<file path="config.mk">
export PLATFORM = sky130hd
export DESIGN_NAME = loop_exit_pred
export DESIGN_NICKNAME = d
export VERILOG_FILES = /design/src/rtl/lep_pkg.sv /design/src/rtl/lep_rst_sync.sv /design/src/rtl/lep_hash.sv /design/src/rtl/lep_table.sv /design/src/rtl/lep_train.sv /design/src/rtl/loop_exit_pred.sv
export SDC_FILE = /design/constraint.sdc
export NUM_CORES = 1
export LEC_CHECK = 0
export CAP_MARGIN = 20
export CORE_ASPECT_RATIO = 0.8
export CORE_UTILIZATION = 50
export CTS_BUF_LIST = sky130_fd_sc_hd__clkbuf_8
export DETAILED_ROUTE_END_ITERATION = 10
export GPL_TIMING_DRIVEN = 1
export MAX_ROUTING_LAYER = met4
export PLACE_DENSITY = 0.67
export SYNTH_ARGS = -nofsm -noshare
export SYNTH_HDL_FRONTEND = slang
export SYNTH_SLANG_ARGS = --single-unit
</file>
<file path="constraint.sdc">
create_clock -name clk -period 4.8 [get_ports clk]
set_input_delay 0.72 -clock clk [delete_from_list [all_inputs] [get_ports clk]]
set_output_delay 0.72 -clock clk [all_outputs]
set_load 0.02 [all_outputs]
</file>
<file path="src/rtl/lep_pkg.sv">
package lep_pkg;
  localparam int CONF_W = 2;
  typedef logic [CONF_W-1:0] conf_t;
  localparam conf_t CONF_FULL = conf_t'(2'b11);

  function automatic conf_t conf_step(input conf_t c);
    return (c == CONF_FULL) ? c : c + conf_t'(1);
  endfunction
endpackage

</file>
<file path="src/rtl/lep_rst_sync.sv">
module lep_rst_sync (
  input  logic clk,
  input  logic rst_n,
  output logic rst_q
);
  logic s0_q, s1_q;

  always_ff @(posedge clk or negedge rst_n) begin
    if (!rst_n) begin
      s0_q <= 1'b0;
      s1_q <= 1'b0;
    end else begin
      s0_q <= 1'b1;
      s1_q <= s0_q;
    end
  end

  assign rst_q = s1_q;
endmodule

</file>
<file path="src/rtl/lep_hash.sv">
module lep_hash #(
  parameter int PC_W  = 32,
  parameter int IDX_W = 4,
  parameter int TAG_W = 8
) (
  input  logic [PC_W-1:0]  pc,
  output logic [IDX_W-1:0] idx,
  output logic [TAG_W-1:0] tag
);
  localparam int IDX_LO = 2;
  localparam int TAG_LO = IDX_LO + IDX_W;
  localparam int TAG_HI = TAG_LO + TAG_W - 1;

  assign idx = pc[TAG_LO-1:IDX_LO];
  assign tag = pc[TAG_HI:TAG_LO];

  logic unused_pc_bits;
  generate
    if (TAG_HI < PC_W - 1) begin : g_hi
      assign unused_pc_bits = ^{pc[PC_W-1:TAG_HI+1], pc[IDX_LO-1:0]};
    end else begin : g_nohi
      assign unused_pc_bits = ^pc[IDX_LO-1:0];
    end
  endgenerate
endmodule

</file>
<file path="src/rtl/lep_table.sv">
module lep_table
  import lep_pkg::*;
#(
  parameter int IDX_W  = 4,
  parameter int TAG_W  = 8,
  parameter int CNT_W  = 8,
  parameter int TRIP_W = CNT_W + 1
) (
  input  logic              clk,
  input  logic              rst_n,
  // read port A (lookup)
  input  logic [IDX_W-1:0]  ra_idx,
  output logic              ra_valid,
  output logic [TAG_W-1:0]  ra_tag,
  output logic [TRIP_W-1:0] ra_trip,
  output logic [CNT_W-1:0]  ra_cur,
  output conf_t             ra_conf,
  // read port B (training)
  input  logic [IDX_W-1:0]  rb_idx,
  output logic              rb_valid,
  output logic [TAG_W-1:0]  rb_tag,
  output logic [TRIP_W-1:0] rb_trip,
  output logic [CNT_W-1:0]  rb_cur,
  output conf_t             rb_conf,
  // write port
  input  logic              wr_en,
  input  logic [IDX_W-1:0]  wr_idx,
  input  logic [TAG_W-1:0]  wr_tag,
  input  logic [TRIP_W-1:0] wr_trip,
  input  logic [CNT_W-1:0]  wr_cur,
  input  conf_t             wr_conf
);
  localparam int ENTRIES = 1 << IDX_W;

  logic              v_arr    [ENTRIES];
  logic [TAG_W-1:0]  tag_arr  [ENTRIES];
  logic [TRIP_W-1:0] trip_arr [ENTRIES];
  logic [CNT_W-1:0]  cur_arr  [ENTRIES];
  conf_t             conf_arr [ENTRIES];

  generate
    for (genvar g = 0; g < ENTRIES; g++) begin : g_ent
      logic              sel;
      logic              v_q;
      logic [TAG_W-1:0]  tag_q;
      logic [TRIP_W-1:0] trip_q;
      logic [CNT_W-1:0]  cur_q;
      conf_t             conf_q;

      assign sel = wr_en && (wr_idx == IDX_W'(g));

      always_ff @(posedge clk or negedge rst_n) begin
        if (!rst_n) begin
          v_q <= 1'b0;
        end else if (sel) begin
          v_q <= 1'b1;
        end
      end

      always_ff @(posedge clk) begin
        if (sel) begin
          tag_q  <= wr_tag;
          trip_q <= wr_trip;
          cur_q  <= wr_cur;
          conf_q <= wr_conf;
        end
      end

      assign v_arr[g]    = v_q;
      assign tag_arr[g]  = tag_q;
      assign trip_arr[g] = trip_q;
      assign cur_arr[g]  = cur_q;
      assign conf_arr[g] = conf_q;
    end
  endgenerate

  assign ra_valid = v_arr[ra_idx];
  assign ra_tag   = tag_arr[ra_idx];
  assign ra_trip  = trip_arr[ra_idx];
  assign ra_cur   = cur_arr[ra_idx];
  assign ra_conf  = conf_arr[ra_idx];

  assign rb_valid = v_arr[rb_idx];
  assign rb_tag   = tag_arr[rb_idx];
  assign rb_trip  = trip_arr[rb_idx];
  assign rb_cur   = cur_arr[rb_idx];
  assign rb_conf  = conf_arr[rb_idx];
endmodule

</file>
<file path="src/rtl/lep_train.sv">
module lep_train
  import lep_pkg::*;
#(
  parameter int PC_W      = 32,
  parameter int TAG_W     = 8,
  parameter int CNT_W     = 8,
  parameter int TRIP_W    = CNT_W + 1,
  parameter int ALLOC_MIN = 2
) (
  input  logic              clk,
  input  logic              rst_n,
  input  logic              up_valid,
  input  logic [PC_W-1:0]   up_pc,
  input  logic              up_taken,
  input  logic              hit,
  input  logic [TAG_W-1:0]  up_tag,
  input  logic [TRIP_W-1:0] e_trip,
  input  logic [CNT_W-1:0]  e_cur,
  input  conf_t             e_conf,
  output logic              wr_en,
  output logic [TAG_W-1:0]  wr_tag,
  output logic [TRIP_W-1:0] wr_trip,
  output logic [CNT_W-1:0]  wr_cur,
  output conf_t             wr_conf
);
  localparam logic [CNT_W-1:0] CNT_MAX  = {CNT_W{1'b1}};
  localparam logic [CNT_W-1:0] RUN_NEED = CNT_W'(ALLOC_MIN);

  // candidate tracker state
  logic             cand_v_q, cand_v_n;
  logic [PC_W-1:0]  cand_pc_q, cand_pc_n;
  logic [CNT_W-1:0] cand_run_q, cand_run_n;

  logic [TRIP_W-1:0] observed;
  logic              same_cand;

  assign observed  = TRIP_W'(e_cur) + TRIP_W'(1);
  assign same_cand = cand_v_q && (cand_pc_q == up_pc);

  always_comb begin
    wr_en      = 1'b0;
    wr_tag     = up_tag;
    wr_trip    = e_trip;
    wr_cur     = e_cur;
    wr_conf    = e_conf;
    cand_v_n   = cand_v_q;
    cand_pc_n  = cand_pc_q;
    cand_run_n = cand_run_q;

    if (up_valid) begin
      if (hit) begin
        wr_en = 1'b1;
        if (up_taken) begin
          wr_cur = (e_cur == CNT_MAX) ? e_cur : e_cur + CNT_W'(1);
        end else begin
          wr_cur = '0;
          if (observed == e_trip) begin
            wr_conf = conf_step(e_conf);
          end else begin
            wr_trip = observed;
            wr_conf = '0;
          end
        end
      end else if (up_taken) begin
        if (same_cand) begin
          cand_run_n = (cand_run_q == CNT_MAX) ? cand_run_q : cand_run_q + CNT_W'(1);
        end else begin
          cand_v_n   = 1'b1;
          cand_pc_n  = up_pc;
          cand_run_n = CNT_W'(1);
        end
      end else begin
        cand_v_n = 1'b0;
        if (same_cand && (cand_run_q >= RUN_NEED)) begin
          wr_en   = 1'b1;
          wr_trip = TRIP_W'(cand_run_q) + TRIP_W'(1);
          wr_cur  = '0;
          wr_conf = '0;
        end
      end
    end
  end

  always_ff @(posedge clk or negedge rst_n) begin
    if (!rst_n) begin
      cand_v_q <= 1'b0;
    end else begin
      cand_v_q <= cand_v_n;
    end
  end

  always_ff @(posedge clk) begin
    if (up_valid) begin
      cand_pc_q  <= cand_pc_n;
      cand_run_q <= cand_run_n;
    end
  end
endmodule

</file>
<file path="src/rtl/loop_exit_pred.sv">
module loop_exit_pred
  import lep_pkg::*;
#(
  parameter int PC_W      = 32,
  parameter int IDX_W     = 4,
  parameter int TAG_W     = 8,
  parameter int CNT_W     = 8,
  parameter int ALLOC_MIN = 2
) (
  input  logic            clk,
  input  logic            rst_n,
  input  logic [PC_W-1:0] lk_pc,
  output logic            lk_hit,
  output logic            lk_taken,
  output logic            lk_conf,
  input  logic            up_valid,
  input  logic [PC_W-1:0] up_pc,
  input  logic            up_taken
);
  localparam int TRIP_W = CNT_W + 1;

  logic rst_q;

  logic [IDX_W-1:0]  lk_idx, up_idx;
  logic [TAG_W-1:0]  lk_tag, up_tag;

  logic              la_valid, ub_valid;
  logic [TAG_W-1:0]  la_tag, ub_tag;
  logic [TRIP_W-1:0] la_trip, ub_trip;
  logic [CNT_W-1:0]  la_cur, ub_cur;
  conf_t             la_conf, ub_conf;

  logic              up_hit;
  logic              wr_en;
  logic [TAG_W-1:0]  wr_tag;
  logic [TRIP_W-1:0] wr_trip;
  logic [CNT_W-1:0]  wr_cur;
  conf_t             wr_conf;

  lep_rst_sync u_rst (
    .clk   (clk),
    .rst_n (rst_n),
    .rst_q (rst_q)
  );

  lep_hash #(.PC_W(PC_W), .IDX_W(IDX_W), .TAG_W(TAG_W)) u_hash_lk (
    .pc  (lk_pc),
    .idx (lk_idx),
    .tag (lk_tag)
  );

  lep_hash #(.PC_W(PC_W), .IDX_W(IDX_W), .TAG_W(TAG_W)) u_hash_up (
    .pc  (up_pc),
    .idx (up_idx),
    .tag (up_tag)
  );

  lep_table #(.IDX_W(IDX_W), .TAG_W(TAG_W), .CNT_W(CNT_W), .TRIP_W(TRIP_W)) u_table (
    .clk      (clk),
    .rst_n    (rst_q),
    .ra_idx   (lk_idx),
    .ra_valid (la_valid),
    .ra_tag   (la_tag),
    .ra_trip  (la_trip),
    .ra_cur   (la_cur),
    .ra_conf  (la_conf),
    .rb_idx   (up_idx),
    .rb_valid (ub_valid),
    .rb_tag   (ub_tag),
    .rb_trip  (ub_trip),
    .rb_cur   (ub_cur),
    .rb_conf  (ub_conf),
    .wr_en    (wr_en),
    .wr_idx   (up_idx),
    .wr_tag   (wr_tag),
    .wr_trip  (wr_trip),
    .wr_cur   (wr_cur),
    .wr_conf  (wr_conf)
  );

  assign up_hit = ub_valid && (ub_tag == up_tag);

  lep_train #(
    .PC_W(PC_W), .TAG_W(TAG_W), .CNT_W(CNT_W), .TRIP_W(TRIP_W), .ALLOC_MIN(ALLOC_MIN)
  ) u_train (
    .clk      (clk),
    .rst_n    (rst_q),
    .up_valid (up_valid),
    .up_pc    (up_pc),
    .up_taken (up_taken),
    .hit      (up_hit),
    .up_tag   (up_tag),
    .e_trip   (ub_trip),
    .e_cur    (ub_cur),
    .e_conf   (ub_conf),
    .wr_en    (wr_en),
    .wr_tag   (wr_tag),
    .wr_trip  (wr_trip),
    .wr_cur   (wr_cur),
    .wr_conf  (wr_conf)
  );

  logic lk_match;
  assign lk_match = la_valid && (la_tag == lk_tag);
  assign lk_hit   = lk_match;
  assign lk_taken = !(lk_match && ((TRIP_W'(la_cur) + TRIP_W'(1)) == la_trip));
  assign lk_conf  = lk_match && (la_conf == CONF_FULL);
endmodule

</file>
==> results.yml <==
status:
  status: "finished, final reports clean"
global_route:
  first_global_vias: 13900
  grt_usage_pct: 27.3
  grt_pass1_wl_mm: 90.9
  gr-total-overflow: 0
  grt_start_max_net_pins: 42
  grt_antenna_before_repair: 1
timing:
  fin_ws_ns: 0.0537
  fmax_ghz: 0.211
  setup_viol: 0
  relSlewSlack_pct: 19.9
  post-route-period-util_pct: 98.9
  rsz0062_at_grt: "true"
  worst_clock_skew_ns: 0.0483
  worst_pin_slew_ns: 1.20
  whs_ns: 0.212
  period_needed_ns: 4.75
  finalMaxSlewViolations: 0
  hold_viol_final: 0
yosys:
  synthesis.nets: 1306
  synth-edff-count: 472
  ys_ff_latch: 491
  synth_flop_cell: "edfxtp_1"
  synthDistinctLibCells: 72
  synth_top_area_share_pct: 59.9
  synth_cells: 1234
  yosysTopAreaCell: "edfxtp_1"
  synthesis.area_sq_um: 23600
  synth.avg_cell_area_sq_um: 19.2
  synthArstFlopShare_pct: 3.87
  synth_area_leaders: "edfxtp_1, mux4_2, dfrtp_1"
  ys_warn_count: 0
  seq_area_frac_synth_pct: 61.9
clocking:
  clk_pin_slew_ns: 0.06
  holdBufCountCts: 0
  cts_buffer_depth: 3
  clkLatencyLatePin_ns: 0.70
  cts_tree: "built"
  cts_buffers: 77
  ctsHtreeMaxLevel: 3
  clock-sinks: 491
  cts_root_buffer: "clkbuf_8"
  cts_setup_buffers: 0
power_and_ir_drop:
  leakage_uw: 0.00905
  irDropWorstVdd_uv: 272
  powerDensity_nw_per_um2: 320
  total_power_uw: 8950
floorplan:
  die_w_um: 245
  dieArea_sq_um: 48200
  ios: 71
  die_h_um: 197
  rows: 70
  start_util_pct: 51.2
  coreArea_sq_um: 46200
final_layout:
  diodes: 0
  drive_gt1_share_pct: 37.2
  layout_commonest_cell: "edfxtp_1"
  final_cell_area_sq_um: 28000
  fillers: 3300
  area_growth_syn_to_layout_pct: 18.2
  final_nets: 1539
  mostFrequentLayoutCells: "edfxtp_1, mux4_2, buf_4"
drt:
  finalWirelength_mm: 61.8
  drc: 0
  num_vias: 13900
  wire_per_inst_um: 28.9
  first_pass_iters: 5
  ant_nets: 0
  drt_iter0_markers: 1562
  detail_route.vias_per_cell: 6.50
placed_design:
  io_buffer_count: 50
  hpwl_mm: 40.8
  place_area_sq_um: 26500
  dp_slack_ns: -0.647
  gp_congestion: 0.903
setup_path:
  r2r_slack_ns: 0.39
  crit_type: "reg -> out"
  critPathRequiredTime_ns: 4.08
  worstPathArrival_ns: 4.03
  crit_path_end_kind: "primary output"
  crit_path_start_kind: "register"
  crit_fanout: 2
run:
  maxCapViolations: 0
hold_path:
  hold_path_class: "in -> async"
==> kinds of logic (layout without fill, tap and decap cells) <==
| group | Yosys count | count (layout) | synth area share [%] |
|---|---|---|---|
| DFF | 491 | 491 | 61.9 |
| buffers and inverters | 85 | 374 | 1.92 |
| AOI/OAI and AO/OA | 109 | 109 | 3.53 |
| and+or+nand+nor | 179 | 179 | 3.86 |
| muxes | 288 | 288 | 25.6 |
| xor gates and xnor gates | 77 | 77 | 2.91 |
| other | 1 | 1 | 0.0159 |
| adders and majority gates | 4 | 4 | 0.212 |
==> power breakdown <==
part           switching, uW  total (uW)  internal [uW]
registers               14.7        4760           4740
clock network           1680        3330           1640
logic                    455         871            416
==> critical path, cell delays in order, from the launching register on <==
cell,delay [ns]
edfxtp_1,0.39
mux4_2,0.50
mux4_2,0.52
xor2_1,0.19
nor4_4,0.45
buf_4,0.18
nand3_1,0.08
nor4_2,0.16
buf_4,0.21
nand2_1,0.10
nor4_2,0.27
nand3_1,0.13
buf_2,0.18
==> synth_stat cells (3+ instances only) <==
cell,n
ha_1,4
buf_1,18
mux4_1,16
o22ai_1,3
or2_2,3
dfrtp_1,19
nand4_1,9
edfxtp_1,472
clkbuf_1,21
nand2b_1,5
buf_4,3
inv_1,8
o21ai_0,13
o41ai_1,3
o211ai_1,6
nor2_1,41
or3_1,4
mux2_2,7
a22oi_1,15
o21bai_1,8
buf_6,9
a21oi_1,17
buf_2,23
o31ai_1,4
xor2_1,23
or2_1,8
nand3_1,24
mux2i_1,33
a22o_1,11
and3_1,4
nor3_1,4
xnor2_1,53
nor4_1,10
nor2_2,6
nor2b_1,10
mux4_2,232
a21o_1,3
nand2_1,40
==> metal layers <==
| layer | routed length [um] | share of wire [%] | track usage [%] |
|---|---|---|---|
| met1 | 26100 | 42 | 39.9 |
| met2 | 27900 | 45 | 38.4 |
| met3 | 6360 | 10 | 6.74 |
| met4 | 1460 | 2.4 | 7.75 |
| met5 | 0 | 0 | - |
==> registers in the layout, indices dropped and copies added, names as in the netlist <==
name                  cells
u_table.g_ent.trip_q    144
u_table.g_ent.cur_q     128
u_table.g_ent.tag_q     128
u_table.g_ent.conf_q     32
u_train.cand_pc_q        32
u_table.g_ent.v_q        16
u_train.cand_run_q        8
u_rst.rst_q               1
u_rst.s0_q                1
u_train.cand_v_q          1
==> repair_timing <==
action | 4_1_cts | 5_1_grt
setup endpoints to repair | 3 | 3
pin swaps | 1 | 1
endpoints found under the hold margin | 0 | 0
resized for setup | 7 | 4
==> final timing paths <==
check	end	cells past startpoint	from
setup / recovery	lk_taken	12	u_table.g_ent[15].tag_q[7]
hold / removal	u_rst.rst_q	1	rst_n
setup reg to reg	u_table.g_ent[10].trip_q[4]	13	u_table.g_ent[11].cur_q[1]
hold reg to reg	u_table.g_ent[14].v_q	0	u_rst.rst_q
max in group asynchronous	u_table.g_ent[1].v_q	0	u_rst.rst_q
min in group clk	u_rst.rst_q	0	u_rst.s0_q
==> metrics by stage <==
step	TNS, ns	utilization [%]	std cells
finish	0	60.6	2135
global placement	-3.52	57.5	2000
floorplan	-55.67	-	1234
detailed placement	-3.72	57.5	2000
CTS	0	60.6	2135
global route	-0.183	60.6	2135
==> area by class of cell <==
| type | instances | area (sq um) | area share (%) |
|---|---|---|---|
| Sequential cell | 491 | 14600 | 52.4 |
| Multi-Input combinational cell | 658 | 8680 | 31.0 |
| Timing Repair Buffer | 230 | 2430 | 8.68 |
| Clock buffer | 82 | 1130 | 4.04 |
| Tap cell | 612 | 766 | 2.74 |
| Clock inverter | 53 | 275 | 0.984 |
| Inverter | 9 | 33.8 | 0.121 |
Power figures use the tool's default switching activity.
